## src/rtl/fseq_pkg.sv

```systemverilog
package fseq_pkg;
  // Strobes the control sends to the step datapath each cycle
  typedef struct packed {
    logic restart;   // sequence restart takes effect this cycle
    logic fiveStep;  // current mode is the 5-step pattern
  } fseqStrobes_t;
endpackage

```

## src/rtl/fseq_ctrl.sv

```systemverilog
module fseq_ctrl
  import fseq_pkg::*;
(
  input  logic         clk,
  input  logic         rstN,
  input  logic         modeWrEn,
  input  logic [7:0]   modeWrData,
  input  logic         statusRd,
  input  logic         irqStep,
  output fseqStrobes_t strobes,
  output logic         irqFlag,
  output logic         irqReadBit
);
  localparam int MODE_BIT = 7;
  localparam int INH_BIT  = 6;

  logic       modeFive;
  logic       inhibit;
  logic       oddCycle;
  logic [1:0] restartDly;
  logic       setIrq;
  logic       inhWrite;

  assign setIrq   = irqStep && !inhibit;
  assign inhWrite = modeWrEn && modeWrData[INH_BIT];

  always_ff @(posedge clk or negedge rstN) begin
    if (!rstN) begin
      modeFive   <= 1'b0;
      inhibit    <= 1'b0;
      oddCycle   <= 1'b0;
      restartDly <= 2'd0;
      irqFlag    <= 1'b0;
    end else begin
      oddCycle <= !oddCycle;
      if (modeWrEn) begin
        modeFive   <= modeWrData[MODE_BIT];
        inhibit    <= modeWrData[INH_BIT];
        // odd-cycle write: restart 2 cycles later, even-cycle write: 3
        restartDly <= oddCycle ? 2'd2 : 2'd3;
      end else if (restartDly != 2'd0) begin
        restartDly <= restartDly - 2'd1;
      end
      if (inhWrite)      irqFlag <= 1'b0;
      else if (setIrq)   irqFlag <= 1'b1;
      else if (statusRd) irqFlag <= 1'b0;
    end
  end

  assign strobes.restart  = (restartDly == 2'd1);
  assign strobes.fiveStep = modeFive;
  assign irqReadBit       = irqFlag || setIrq;
endmodule

```

## src/rtl/fseq_datapath.sv

```systemverilog
module fseq_datapath
  import fseq_pkg::*;
#(
  parameter int STEP1 = 7457,
  parameter int STEP2 = 14913,
  parameter int STEP3 = 22371,
  parameter int STEP4 = 29829,
  parameter int STEP5 = 37281
) (
  input  logic         clk,
  input  logic         rstN,
  input  fseqStrobes_t strobes,
  output logic         quarterPulse,
  output logic         halfPulse,
  output logic         irqStep
);
  localparam int NUM_STEPS = 5;
  localparam int CNT_W     = $clog2(STEP5 + 1);
  localparam int STEP_AT [NUM_STEPS] = '{STEP1, STEP2, STEP3, STEP4, STEP5};

  logic [CNT_W-1:0]     cycleCnt;
  logic [NUM_STEPS-1:0] hit;
  logic                 lastHit;

  for (genvar i = 0; i < NUM_STEPS; i++) begin : g_cmp
    assign hit[i] = (cycleCnt == CNT_W'(STEP_AT[i]));
  end

  assign lastHit = strobes.fiveStep ? hit[4] : hit[3];

  always_ff @(posedge clk or negedge rstN) begin
    if (!rstN)                          cycleCnt <= '0;
    else if (strobes.restart || lastHit) cycleCnt <= '0;
    else                                cycleCnt <= cycleCnt + 1'b1;
  end

  always_comb begin
    if (strobes.restart) begin
      quarterPulse = strobes.fiveStep;
      halfPulse    = strobes.fiveStep;
      irqStep      = 1'b0;
    end else begin
      quarterPulse = hit[0] | hit[1] | hit[2] | lastHit;
      halfPulse    = hit[1] | lastHit;
      irqStep      = !strobes.fiveStep && hit[3];
    end
  end
endmodule

```

## src/rtl/frame_sequencer.sv

```systemverilog
module frame_sequencer
  import fseq_pkg::*;
#(
  parameter int STEP1 = 7457,
  parameter int STEP2 = 14913,
  parameter int STEP3 = 22371,
  parameter int STEP4 = 29829,
  parameter int STEP5 = 37281
) (
  input  logic       clk,
  input  logic       rstN,
  input  logic       modeWrEn,
  input  logic [7:0] modeWrData,
  input  logic       statusRd,
  output logic       quarterPulse,
  output logic       halfPulse,
  output logic       frameIrq,
  output logic       irqN,
  output logic       statusIrqBit
);
  fseqStrobes_t strobes;
  logic         irqStep;
  logic         restartNow;
  logic         fiveNow;

  fseq_ctrl u_ctrl (
    .clk(clk), .rstN(rstN), .modeWrEn(modeWrEn), .modeWrData(modeWrData),
    .statusRd(statusRd), .irqStep(irqStep), .strobes(strobes),
    .irqFlag(frameIrq), .irqReadBit(statusIrqBit)
  );

  fseq_datapath #(
    .STEP1(STEP1), .STEP2(STEP2), .STEP3(STEP3), .STEP4(STEP4), .STEP5(STEP5)
  ) u_dp (
    .clk(clk), .rstN(rstN), .strobes(strobes),
    .quarterPulse(quarterPulse), .halfPulse(halfPulse), .irqStep(irqStep)
  );

  assign irqN       = !frameIrq;
  assign restartNow = strobes.restart;
  assign fiveNow    = strobes.fiveStep;
endmodule

```

## config.mk

```make
export PLATFORM = sky130hd
export DESIGN_NAME = frame_sequencer
export DESIGN_NICKNAME = d
export VERILOG_FILES = /design/src/rtl/fseq_pkg.sv /design/src/rtl/fseq_ctrl.sv /design/src/rtl/fseq_datapath.sv /design/src/rtl/frame_sequencer.sv
export SDC_FILE = /design/constraint.sdc
export NUM_CORES = 1
export LEC_CHECK = 0
export ABC_CLOCK_PERIOD_IN_PS = 4100
export BUFFER_PORTS_ARGS = -buffer_cell sky130_fd_sc_hd__buf_4
export CORE_UTILIZATION = 56
export CTS_BUF_LIST = sky130_fd_sc_hd__clkbuf_8
export DETAILED_ROUTE_END_ITERATION = 16
export GPL_ROUTABILITY_DRIVEN = 0
export GPL_TIMING_DRIVEN = 0
export PLACE_DENSITY = 0.77
export SLEW_MARGIN = 20
export SYNTH_ARGS = -nofsm -noshare
export SYNTH_HDL_FRONTEND = slang
export SYNTH_SLANG_ARGS = --single-unit
```

## constraint.sdc

```tcl
create_clock -name clk -period 4.1 [get_ports clk]
set_input_delay 0.41 -clock clk [delete_from_list [all_inputs] [get_ports clk]]
set_output_delay 0.41 -clock clk [all_outputs]
set_load 0.01 [all_outputs]
```

==> run metrics, run 1 <==
status=completed; synthesis-stage register bit count=22; antenna cell count=0; Die Y=roughly 53 um; row count=17; Detailed Route WL=between 3000 and 4000 um; synth unique cells=38; worst hold-check path type=in -> async; Post-Syn Area=0.00143 mm2; clk_skew=roughly 5.5 ps; worst r2r path cells=7; min Tclk post-route=around 2400 ps; Max Slew Vio Count=0; Max Fclk=0.416 GHz; Filler cells=between 150 and 200; Worst EP arrival=a little under 2000 ps; CTS Hold Buffers Added=0; DRC viols=0; Synth area leaders=dfrtp_1 (38%), xnor2_1 (7.3%), nor3_2 (7.0%); crit end category=primary output; PostCTS Resize Cnt=0; synth warn=0; cell with the most instances after synthesis=dfrtp_1; final cell count without fillers=roughly 180; Pwr per Cell Area=about 430 mW/mm2; pin count of the biggest net entering global routing=23; Post-synth EDFFs=0; clock sinks=22; period utilization=0.586; RSZ-0062 raised after global routing=false; ANT nets after route=0; CTS buffer count=3; Routed WL per cell=approximately 17 um; Worst VDD drop=0.000306 V; CTS max path bufs=2; final hold violation count=0; die width=around 53 um; reg-to-reg startpoint=u_dp.cycleCnt[0]; startpoint class of the critical path=register; Iter 0 DRT Violations=69; Initial Util=0.617; worst skew pair latency=around 270 ps; Layout Utilization=0.689; share of post-route cells with drive strength above 1=0.268; die area=around 0.0028 mm2; Worst R2R End=u_dp.cycleCnt[0]; Reg clk slew, reported paths=around 80 ps; r2r setup slk=between 2000 and 2500 ps; Final nets=between 150 and 200; Layout area overhead=11.5%; share of the synthesized area in the top cell type=0.385; maximum fanout along the worst path=6; H-tree levels=1; top post-synthesis cells by count=dfrtp_1 (22), nor3_1 (12), xnor2_1 (12); Slew headroom=0.725; Total GRT Usage=0.263; IO Port Bufs=10; GRT overflow=0; max cap viols=0; Most used DFF post-synth=dfrtp_1; area leader, netlist=dfrtp_1; Boundary Pins=17; Async S/R FF share, synth=1.00; worst endpoint required time=about 3700 ps; TritonCTS clock tree=built; Syn Area/Cell=around 11 um2; core outline area=between 0.002 and 0.0025 mm2; crit path kind=reg -> out; Worst-Margin Slew=407 ps; via-per-instance ratio=6.25; sequential share of the synthesized area=0.385; setup TNS=0 ps; Pre-Repair DR Iteration Count=4; setup bufs post-CTS=0; final setup vio count=0; initial antenna violation count=0; number of global-route vias before repair=between 1k and 1.5k; Mapped Nets=between 150 and 200; Leak=about 0.7 nW; total number of vias=1107; hpwl dp=2140 um; Syn Inst Count=135; Clock Tree Root=clkbuf_8; dpl cells=about 170; first-pass GRT wire length=approximately 5200 um
[report_power, final]
part,switching (mW),internal (mW)
clock network,0.0755,0.0859
registers,0.0338,0.248
logic,0.136,0.115
[flip-flops by register name, summed over array words and instances (netlist names)]
name               flops
u_ctrl.inhibit         1
u_ctrl.modeFive        1
u_ctrl.restartDly      2
u_dp.cycleCnt         16
u_ctrl.irqFlag         1
u_ctrl.oddCycle        1
[layer usage]
metal | global-route usage | up-vias | part of all wire
met4 | 0.132 | 0 | 0.023
met2 | 0.416 | 49 | 0.47
li1 | - | 518 | -
met5 | 0 | - | 0
met1 | 0.346 | 531 | 0.45
met3 | 0.0406 | 9 | 0.057
[worst max-delay path by stage]
stage	startpoint	endpoint	slack, ps	cells after the start
6_report	u_dp.cycleCnt[0]	quarterPulse	1700	6
5_1_grt	u_dp.cycleCnt[0]	quarterPulse	1600	6
4_1_cts	u_dp.cycleCnt[0]	quarterPulse	1700	6
3_5_place_dp	u_dp.cycleCnt[0]	quarterPulse	2010	6
3_3_place_gp	u_dp.cycleCnt[0]	quarterPulse	2050	6
2_1_floorplan	u_dp.cycleCnt[0]	quarterPulse	2230	5
[logic make-up after synthesis]
group,Yosys count,synth area share
AOI/OAI and AO/OA,8,0.0420
xor gates and xnor gates,15,0.0918
adders and majority gates,4,0.0350
buffers and inverters,17,0.0900
DFF,22,0.385
muxes,2,0.0157
and+or+nand+nor,67,0.341
[cells in the final DEF, fill, tap and decap left out, drive strengths merged]
cell,count
nor2,5
nand2,6
buf,20
nor3b,1
nor3,22
and4bb,1
nor4b,1
nor4bb,4
clkbuf,5
xnor2,12
nand4b,4
a21oi,2
nand2b,2
and4,1
a211o,1
nand3,5
inv,6
o31a,1
dfrtp,22
ha,4
xor2,3
and2,1
nand4,6
o21a,1
and3,1
a22oi,1
and4b,1
a21o,1
nor4,6
mux2,2
a41o,1
[stage by stage]
step	setup slack (ps)	hold WS (ps)	power (mW)	cell area, um2
detailed placement	2010	315	0.530	1540
floorplan	2230	114	0.465	1430
CTS	1700	19.1	0.691	1600
finish	1700	13.5	0.694	1600
global placement	2050	309	0.517	1540
global route	1600	30.0	0.735	1600
[final cells by class]
class                           count  area (um2)  share of cell area
Tap cell                           28        35.0              0.0219
Clock buffer                        4        55.1              0.0345
Timing Repair Buffer               10        75.1              0.0470
Multi-Input combinational cell     96         752               0.471
Inverter                            6        22.5              0.0141
Buffer                             11         106              0.0666
Sequential cell                    22         551               0.345
[critical path: stages, from the launching register on]
cell and delay, ps:
dfrtp_1 460, ha_1 270, nor4b_4 150, and4b_1 210
a21o_1 200, o31a_1 290, buf_4 150
(Power assumes the default switching activity.)
==> run 2, diff against run 1 <==
--- a/config.mk
+++ b/config.mk
@@ -5,14 +5,14 @@
 export SDC_FILE = /design/constraint.sdc
 export NUM_CORES = 1
 export LEC_CHECK = 0
-export ABC_CLOCK_PERIOD_IN_PS = 4100
+export ABC_CLOCK_PERIOD_IN_PS = 2100
 export BUFFER_PORTS_ARGS = -buffer_cell sky130_fd_sc_hd__buf_4
-export CORE_UTILIZATION = 56
+export CORE_UTILIZATION = 54
 export CTS_BUF_LIST = sky130_fd_sc_hd__clkbuf_8
 export DETAILED_ROUTE_END_ITERATION = 16
 export GPL_ROUTABILITY_DRIVEN = 0
 export GPL_TIMING_DRIVEN = 0
-export PLACE_DENSITY = 0.77
+export PLACE_DENSITY = 0.78
 export SLEW_MARGIN = 20
 export SYNTH_ARGS = -nofsm -noshare
 export SYNTH_HDL_FRONTEND = slang
==> constraint.sdc (replaced) <==
create_clock -name clk -period 2.1 [get_ports clk]
set_input_delay 0.21 -clock clk [delete_from_list [all_inputs] [get_ports clk]]
set_output_delay 0.21 -clock clk [all_outputs]
set_load 0.01 [all_outputs]
==> run 2 against run 1 <==
Effect of this change:
- die area up 3.6%
- flip-flop and latch count unchanged
- worst setup slack got worse by 1600 ps
- power rose by 98%
- register-to-register slack worse by 1900 ps
==> run metrics, run 2 (synthesis gave the netlist of run 1 again) <==
ANT nets after route=0 (unchanged); row count=18 (+1); TritonCTS clock tree=built; crit path kind=reg -> out; Layout Utilization=0.656 (-0.0325); Psw=0.462 mW (+88%); Die Y=53.5 um (+1.8%); biggest regs=u_dp.cycleCnt (16), u_ctrl.restartDly (2); number of flip-flops under the largest register name=16 (unchanged); DRC viols=0 (unchanged); Gate power share=0.387 (+0.026); Worst-Margin Slew=375 ps (-32.6 ps); clock sinks=22 (unchanged); die width=53.5 um (+1.8%); area of the multi-input gates=754 um2 (+0.33%); pin count of the biggest net entering global routing=23 (unchanged); number of global-route vias before repair=967 (-12%); Max Slew Vio Count=0 (unchanged); worst endpoint required time=1890 ps (-1800 ps); switch share=0.337 (-0.0167); CTS max path bufs=2 (unchanged); Pre-Repair DR Iteration Count=4 (unchanged); antenna cell count=0 (unchanged); crit end category=primary output; Max Fclk=0.488 GHz; die area=0.00286 mm2 (+3.6%); min Tclk post-route=roughly 2000 ps; Slew headroom=0.747 (+0.0220); total power=1.37 mW (+98%); Filler cells=190 (+12%); Leak=0.707 nW (+1.1%); final hold violation count=0 (unchanged); maximum fanout along the worst path=9 (+3); Layout area overhead=14.6%; Initial Util=0.573 (-0.0448); Clock power frac=0.224 (-0.008); IO Port Bufs=10 (unchanged); Final nets=169 (+1.8%); Boundary Pins=17 (unchanged); hpwl dp=1980 um (-7.5%); Pwr per Cell Area=836 mW/mm2 (+92%); Reg clk slew, reported paths=80 ps (about the same); final setup vio count=0 (unchanged); Reg area=558 um2 (+1.4%); first-pass GRT wire length=4420 um (-15%); H-tree levels=1 (unchanged); worst skew pair latency=270 ps (about the same); GRT overflow=0 (unchanged); Routed WL per cell=15.4 um (-12%); period utilization=0.976; Worst EP arrival=1840 ps (-150 ps); Flop pwr share=0.389 (-0.017); worst hold-check path type=in -> reg; Clock Tree Root=clkbuf_8; Detailed Route WL=2800 um (-9.4%); P_int=0.910 mW (+100%); core outline area=0.00250 mm2 (+7.8%); Worst VDD drop=0.000702 V (+130%); Top reg by flops=u_dp.cycleCnt; share of post-route cells with drive strength above 1=0.329 (+0.0605); most common cell after layout, fill and taps aside=dfrtp_1; via-per-instance ratio=5.92 (-5.3%); initial antenna violation count=0 (unchanged); max cap viols=0 (unchanged); Iter 0 DRT Violations=32 (-54%); startpoint class of the critical path=register; commonest non-fill, non-tap cells in the layout=dfrtp_1 (16), buf_4 (14), nor3_1 (12), xnor2_1 (12), nor3_2 (10); Total GRT Usage=0.220 (-0.0435); total number of vias=1078 (-2.6%); CTS buffer count=3 (unchanged); status=completed; clk_skew=2.33 ps (-3.19 ps)
==> run 2: layer usage <==
metal  vias up  global-route usage  routed length [um]
met4         0              0.0833                  43
li1        521                   -                   -
met2        28               0.346                1330
met5         -                   0                   0
met3         5              0.0431                 130
met1       524               0.292                1300
==> run 2: stage by stage <==
step                hold WS, ps  std cells  setup TNS, ps  cell area [um2]  setup WS [ps]
finish                      158        182              0             1640           51.1
global route                156        182          -7.11             1640          -7.11
CTS                         146        181              0             1620           9.99
detailed placement          116        175              0             1540            228
global placement            111        175              0             1540            226
floorplan                 -85.6        135              0             1430            430
==> run 2: worst max-delay path, stage by stage, from the launching register on <==
cell and delay [ps]:
dfrtp_1 380, buf_6 130, nand2_1 130, nor3_1 70
a41o_1 220, clkbuf_4 190, o31a_1 300, buf_4 140
==> run 2: power groups by stage <==
stage | Clock [mW] | Combinational (mW) | Sequential (mW)
after floorplan | 0 | 0.365 | 0.542
after global placement | 0 | 0.454 | 0.559
after detailed placement | 0 | 0.470 | 0.560
after CTS | 0.313 | 0.521 | 0.532
after global routing | 0.335 | 0.583 | 0.543
final | 0.307 | 0.531 | 0.534
==> run 2: layout make-up <==
cell class                 count  area share
multi-input combinational     96       0.460
sequential                    22       0.340
timing repair buffer          14      0.0656
buffer                        10      0.0641
clock buffer                   4      0.0336
tap                           30      0.0229
inverter                       6      0.0137
==> run 2: final timing paths <==
| check | start | to | slack [ps] | cells after the start |
|---|---|---|---|---|
| setup / recovery | u_dp.cycleCnt[7] | quarterPulse | 50 | 7 |
| hold / removal | modeWrData[6] | u_ctrl.irqFlag | 160 | 2 |
| setup reg to reg | u_dp.cycleCnt[1] | u_dp.cycleCnt[14] | 430 | 8 |
| hold reg to reg | u_ctrl.oddCycle | u_ctrl.oddCycle | 430 | 1 |
| max in group asynchronous | rstN | u_dp.cycleCnt[12] | 1490 | 2 |
| min in group asynchronous | rstN | u_dp.cycleCnt[6] | 360 | 2 |
==> run 2: timing repair <==
action	CTS	global route
gates cloned	0	0
endpoints found under the hold margin	22	0
endpoints found under the setup margin	1	2
resized for setup	1	7
buffers inserted	2	1
hold buffers	1	0
